==> src/rtl/cart_bank_pkg.sv <==
package cart_bank_pkg;

  // Register strobes handed from the write decoder to the datapath
  typedef struct packed {
    logic       ramEnWr;
    logic       bankLoWr;
    logic       bankHiWr;
    logic       ramBankWr;
    logic [7:0] data;
  } cbcStrobes_t;

  localparam int ROM_BANK_BITS = 14;  // 16 KB
  localparam int RAM_BANK_BITS = 13;  // 8 KB
  localparam int ROM_SEL_W     = 9;
  localparam int RAM_SEL_W     = 4;
  localparam int ROM_AW        = ROM_BANK_BITS + ROM_SEL_W;
  localparam int RAM_AW        = RAM_BANK_BITS + RAM_SEL_W;

endpackage

==> src/rtl/cart_bank_ctrl_dec.sv <==
module cart_bank_ctrl_dec
  import cart_bank_pkg::*;
(
  input  logic        clk,
  input  logic        rstN,
  input  logic [3:0]  wrAddrHi,
  input  logic [7:0]  wrData,
  input  logic        wrEn,
  output cbcStrobes_t strobes
);

  always_comb begin
    strobes      = '0;
    strobes.data = wrData;
    if (wrEn && !wrAddrHi[3]) begin
      unique case (wrAddrHi[2:0])
        3'b000, 3'b001: strobes.ramEnWr   = 1'b1;
        3'b010:         strobes.bankLoWr  = 1'b1;
        3'b011:         strobes.bankHiWr  = 1'b1;
        3'b100, 3'b101: strobes.ramBankWr = 1'b1;
        default:        ;
      endcase
    end
  end


  strobe_onehot_chk: assert property (@(posedge clk) disable iff (!rstN)
    $onehot0({strobes.ramEnWr, strobes.bankLoWr, strobes.bankHiWr, strobes.ramBankWr}));


  idle_window_chk: assert property (@(posedge clk) disable iff (!rstN)
    (wrEn && wrAddrHi[3:1] == 3'b011) |->
      !(strobes.ramEnWr || strobes.bankLoWr || strobes.bankHiWr || strobes.ramBankWr));

endmodule

==> src/rtl/cart_bank_ctrl_dp.sv <==
module cart_bank_ctrl_dp
  import cart_bank_pkg::*;
#(
  parameter int ROM_BANKS = 80,
  parameter int RAM_KB    = 32
) (
  input  logic              clk,
  input  logic              rstN,
  input  cbcStrobes_t       strobes,
  input  logic [15:0]       cpuAddr,
  input  logic              cpuWrEn,
  output logic [ROM_AW-1:0] romAddr,
  output logic [RAM_AW-1:0] ramAddr,
  output logic              ramSel,
  output logic              ramWrEn,
  output logic              rdForceFF
);

  localparam logic [RAM_AW-1:0] RAM_MASK =
    (RAM_KB == 0) ? '0 : RAM_AW'(RAM_KB * 1024 - 1);
  localparam longint ROM_BYTES = longint'(ROM_BANKS) * (longint'(1) << ROM_BANK_BITS);

  logic [ROM_SEL_W-1:0] romBank;
  logic [RAM_SEL_W-1:0] ramBank;
  logic                 ramEn;
  logic [ROM_SEL_W-1:0] bankWrapped;
  logic [ROM_SEL_W-1:0] winBank;
  logic                 ramWin;
  logic                 ramOk;

  // reset values; R10: update at the write edge
  always_ff @(posedge clk or negedge rstN) begin
    if (!rstN) begin
      romBank <= ROM_SEL_W'(1);
      ramBank <= '0;
      ramEn   <= 1'b0;
    end else begin
      if (strobes.ramEnWr)   ramEn        <= (strobes.data == 8'h0A);
      if (strobes.bankLoWr)  romBank[7:0] <= strobes.data;
      if (strobes.bankHiWr)  romBank[8]   <= strobes.data[0];
      if (strobes.ramBankWr) ramBank      <= strobes.data[RAM_SEL_W-1:0];
    end
  end

  // wrap to the fitted bank count
  assign bankWrapped = ROM_SEL_W'({23'd0, romBank} % 32'(ROM_BANKS));
  // the lower window is always bank 0
  assign winBank     = cpuAddr[14] ? bankWrapped : '0;
  assign romAddr     = {winBank, cpuAddr[ROM_BANK_BITS-1:0]};


  assign ramAddr = {ramBank, cpuAddr[RAM_BANK_BITS-1:0]} & RAM_MASK;

  generate
    if (RAM_KB == 0) begin : g_noRam
      assign ramOk = 1'b0;
    end else begin : g_ram
      assign ramOk = ramEn;
    end
  endgenerate


  assign ramWin    = (cpuAddr[15:13] == 3'b101);
  assign ramSel    = ramWin && ramOk;
  assign ramWrEn   = ramSel && cpuWrEn;
  assign rdForceFF = ramWin && !ramOk;


  ram_enable_exact_chk: assert property (@(posedge clk) disable iff (!rstN)
    strobes.ramEnWr |=> (ramEn == ($past(strobes.data) == 8'h0A)));


  bank_hi_kept_chk: assert property (@(posedge clk) disable iff (!rstN)
    (strobes.bankLoWr && !strobes.bankHiWr) |=> (romBank[8] == $past(romBank[8])));


  bank_lo_kept_chk: assert property (@(posedge clk) disable iff (!rstN)
    (strobes.bankHiWr && !strobes.bankLoWr) |=> (romBank[7:0] == $past(romBank[7:0])));


  rom_in_range_chk: assert property (@(posedge clk) disable iff (!rstN)
    longint'(romAddr) < ROM_BYTES);


  ram_sel_gated_chk: assert property (@(posedge clk) disable iff (!rstN)
    ramSel |-> (ramEn && !rdForceFF));

endmodule

==> src/rtl/cart_bank_ctrl.sv <==
module cart_bank_ctrl
  import cart_bank_pkg::*;
#(
  parameter int ROM_BANKS = 80,
  parameter int RAM_KB    = 32
) (
  input  logic        clk,
  input  logic        rstN,
  input  logic [15:0] cpuAddr,
  input  logic [7:0]  cpuWrData,
  input  logic        cpuWrEn,
  output logic [22:0] romAddr,
  output logic [16:0] ramAddr,
  output logic        ramSel,
  output logic        ramWrEn,
  output logic        rdForceFF
);

  cbcStrobes_t strobes;

  cart_bank_ctrl_dec dec_i (
    .clk      (clk),
    .rstN     (rstN),
    .wrAddrHi (cpuAddr[15:12]),
    .wrData   (cpuWrData),
    .wrEn     (cpuWrEn),
    .strobes  (strobes)
  );

  cart_bank_ctrl_dp #(
    .ROM_BANKS (ROM_BANKS),
    .RAM_KB    (RAM_KB)
  ) dp_i (
    .clk       (clk),
    .rstN      (rstN),
    .strobes   (strobes),
    .cpuAddr   (cpuAddr),
    .cpuWrEn   (cpuWrEn),
    .romAddr   (romAddr),
    .ramAddr   (ramAddr),
    .ramSel    (ramSel),
    .ramWrEn   (ramWrEn),
    .rdForceFF (rdForceFF)
  );

endmodule

==> config.mk <==
export PLATFORM = sky130hd
export DESIGN_NAME = cart_bank_ctrl
export DESIGN_NICKNAME = d
export VERILOG_FILES = /design/src/rtl/cart_bank_pkg.sv /design/src/rtl/cart_bank_ctrl_dec.sv /design/src/rtl/cart_bank_ctrl_dp.sv /design/src/rtl/cart_bank_ctrl.sv
export SDC_FILE = /design/constraint.sdc
export NUM_CORES = 1
export LEC_CHECK = 0
export ABC_AREA = 1
export BUFFER_PORTS_ARGS = -buffer_cell sky130_fd_sc_hd__buf_2
export CAP_MARGIN = 20
export CORE_AREA = 2 2 60 62
export DETAILED_ROUTE_END_ITERATION = 7
export DIE_AREA = 0 0 62 64
export HOLD_SLACK_MARGIN = 0.08
export PLACE_DENSITY = 0.66
export SLEW_MARGIN = 20
export SYNTH_ARGS = -nofsm -noshare
export SYNTH_HDL_FRONTEND = slang
export SYNTH_SLANG_ARGS = --single-unit
==> constraint.sdc <==
create_clock -name clk -period 3.5 [get_ports clk]
set_input_delay 0.7 -clock clk [delete_from_list [all_inputs] [get_ports clk]]
set_output_delay 0.7 -clock clk [all_outputs]
set_load 0.01 [all_outputs]
==> metrics.txt <==
DP Area between 1000 and 1500 um^2; most common cell after layout, fill and taps aside buf_2; reg2reg start dp_i.romBank[4]; Worst Setup Slack post-DPL 908 ps; sequential share of power 0.305; Routed WL per cell 9.81 um; Worst Setup Start Kind flop; vias in the first global route 807; combinational power share 0.519; Leakage 0.677 nW; CTS tree done; first-pass GRT wire length 3.44 mm; die height roughly 64 um; cells on worst reg2reg path 2; Reg clk slew, reported paths 90 ps; crit path DAT approximately 2200 ps; most frequent cells in the layout buf_2 (31), nand2_1 (23), inv_1 (21); fin crit share 0.823; DR iter-0 viols 17; insertion delay to the later sink of the worst-skew pair between 200 and 300 ps; DRC errors left 0; finished layout cell area 1170 um^2; status finished clean; Max VDD drop 0.189 mV; core area 3280 um^2; dominant cells by area after synthesis dfrtp_1 (24%), buf_4 (19%), nand2_1 (7.6%); Die Area between 3000 and 4000 um^2; Final Slew Violations 0; Synth area leader dfrtp_1; minimum clock period roughly 2900 ps; port bufs 31; Cell Rows 21; Pwr Density 541 nW/um^2; Worst EP required between 2000 and 3000 ps; Hold Crit Class in2async; Layout area overhead 2.75%; slew margin rel. 0.665; Critical Path Sink Type output pin; Sum Neg Setup Slack 0 ps; H-tree depth 1; postcts setup bufs 0; Cell Int Power 0.355 mW; pin count of the biggest net entering global routing 16; Bufs on Longest Clock Path 2; GRT Residual Overflow 0; HPWL reported at the end of detailed placement 1.72 mm; number of diodes 0; switch share 0.438; worst slew pin tran between 500 and 600 ps; vias around 930; Final ANT Viol Nets 0; Placer Congestion 0.795; final core occ 0.355; switching power 0.276 mW; CTS resizes 0; Crit Path Max Fanout 5; Yosys warnings 0; r2r setup slk ~2700 ps; clock skew 0 ps; f_max approximately 350 MHz; Cell Area, Synth between 1000 and 1500 um^2; flops & latches, synth 12; Synth top area share 0.242; Initial Util 0.346; power consumption 0.631 mW; vias per cell ~4.4; Sink Count 12; CTS Root Cell clkbuf_4; setup repair after global routing missed its margin false; I/O Pins 70; clock power share 0.176; global-route usage over all layers 0.110; Worst Path Class, Setup reg2out; Hold Buf Count CTS 0; final hold vios 0; number of max-cap violations 0; Initial DRT Pass Iterations 4; Mapped Avg Cell Area 7.24 um^2; routed wire length 2.05 mm; final setup violation count 0; post-route setup slack 618 ps; Die Width 62 um; Post-Synthesis Cells 157; Yosys cell types 28; layout cells sized above 1 0.362; Layout Nets 192; CTS Buf Count 3; fillers around 360; initial antenna violation count 0; RR Endpoint dp_i.romBank[4]; Seq/Total Area, Yosys 0.265
flip-flops by register name (all words and copies together) (netlist names):
| name | flops |
|---|---|
| dp_i.romBank | 9 |
| dp_i.ramBank | 2 |
| dp_i.ramEn | 1 |
synthesized netlist by cell type:
cell,number
nor4_1,2
buf_4,29
nor2_2,1
a21oi_1,9
xor2_1,1
dfrtp_1,11
nand2_2,4
nand3_1,7
inv_1,21
conb_1,1
o21ai_0,6
ha_1,1
nor2_1,12
nand4_1,5
nand3_4,2
nor3_1,2
a21oi_4,1
mux2_2,1
o21ai_2,1
clkbuf_1,1
o21ai_1,1
nand3_2,4
nand2_1,23
nand2_4,3
inv_2,5
dfstp_2,1
nand3b_1,1
or2_2,1
stage by stage:
step                      std cells  hold slack [ps]
after floorplan                 158              404
after global placement          205              472
after CTS                       209              296
after global routing            209              295
final                           209              280
after detailed placement        205              481
worst max-delay path, stage by stage, from the launching register on:
cell and delay, ps:
dfrtp_1 440, inv_2 90, nand2_2 60, ha_1 260, inv_1 30, o21ai_1 60, nand2_1 130, nand2_2 110
inv_2 60, nand3_4 70, nand3_4 80, nand2_4 90, nand3_2 90, nand2_1 80, nand2_1 50, nor2_1 70
buf_2 130
worst max-delay path by stage:
| stage | startpoint | end | slack, ps | cells after the start |
|---|---|---|---|---|
| 5_1_grt | dp_i.romBank[7] | romAddr[20] | 400 | 15 |
| 3_3_place_gp | dp_i.romBank[7] | romAddr[20] | 900 | 15 |
| 4_1_cts | dp_i.romBank[7] | romAddr[20] | 610 | 16 |
| 2_1_floorplan | dp_i.romBank[7] | romAddr[18] | 1090 | 15 |
| 6_report | dp_i.romBank[7] | romAddr[20] | 620 | 16 |
| 3_5_place_dp | dp_i.romBank[7] | romAddr[20] | 910 | 16 |
cell type report:
type                            count  area, um^2  area share
Timing Repair Buffer               31         155       0.133
Clock buffer                        4        36.3      0.0311
Tap cell                           46        57.6      0.0493
Multi-Input combinational cell     90         519       0.445
Inverter                           26        97.6      0.0836
Sequential cell                    12         302       0.258
power by group through the flow:
stage	sequential (mW)	clock [mW]	combinational, mW
finish	0.193	0.111	0.327
global route	0.196	0.121	0.370
CTS	0.193	0.110	0.331
detailed placement	0.195	0	0.331
global placement	0.195	0	0.328
floorplan	0.193	0	0.284
logic make-up (layout without fill, tap and decap cells):
family | Yosys count | after routing | synth area share
xor+xnor | 1 | 1 | 0.00771
compound gates | 18 | 18 | 0.0925
simple gates | 67 | 67 | 0.329
other cells | 1 | 2 | 0.00330
flops | 12 | 12 | 0.265
fa+ha+maj | 1 | 1 | 0.0110
buf+inv | 56 | 61 | 0.281
mux | 1 | 1 | 0.00991
layer usage:
layer / track usage / wire, um / up-vias
li1: - / - / 477
met1: 0.154 / 967 / 411
met2: 0.167 / 900 / 33
met3: 0.0121 / 155 / 4
met4: 0.0505 / 27 / 0
met5: 0 / 0 / -
No activity file was read; power rests on OpenSTA's default activity.
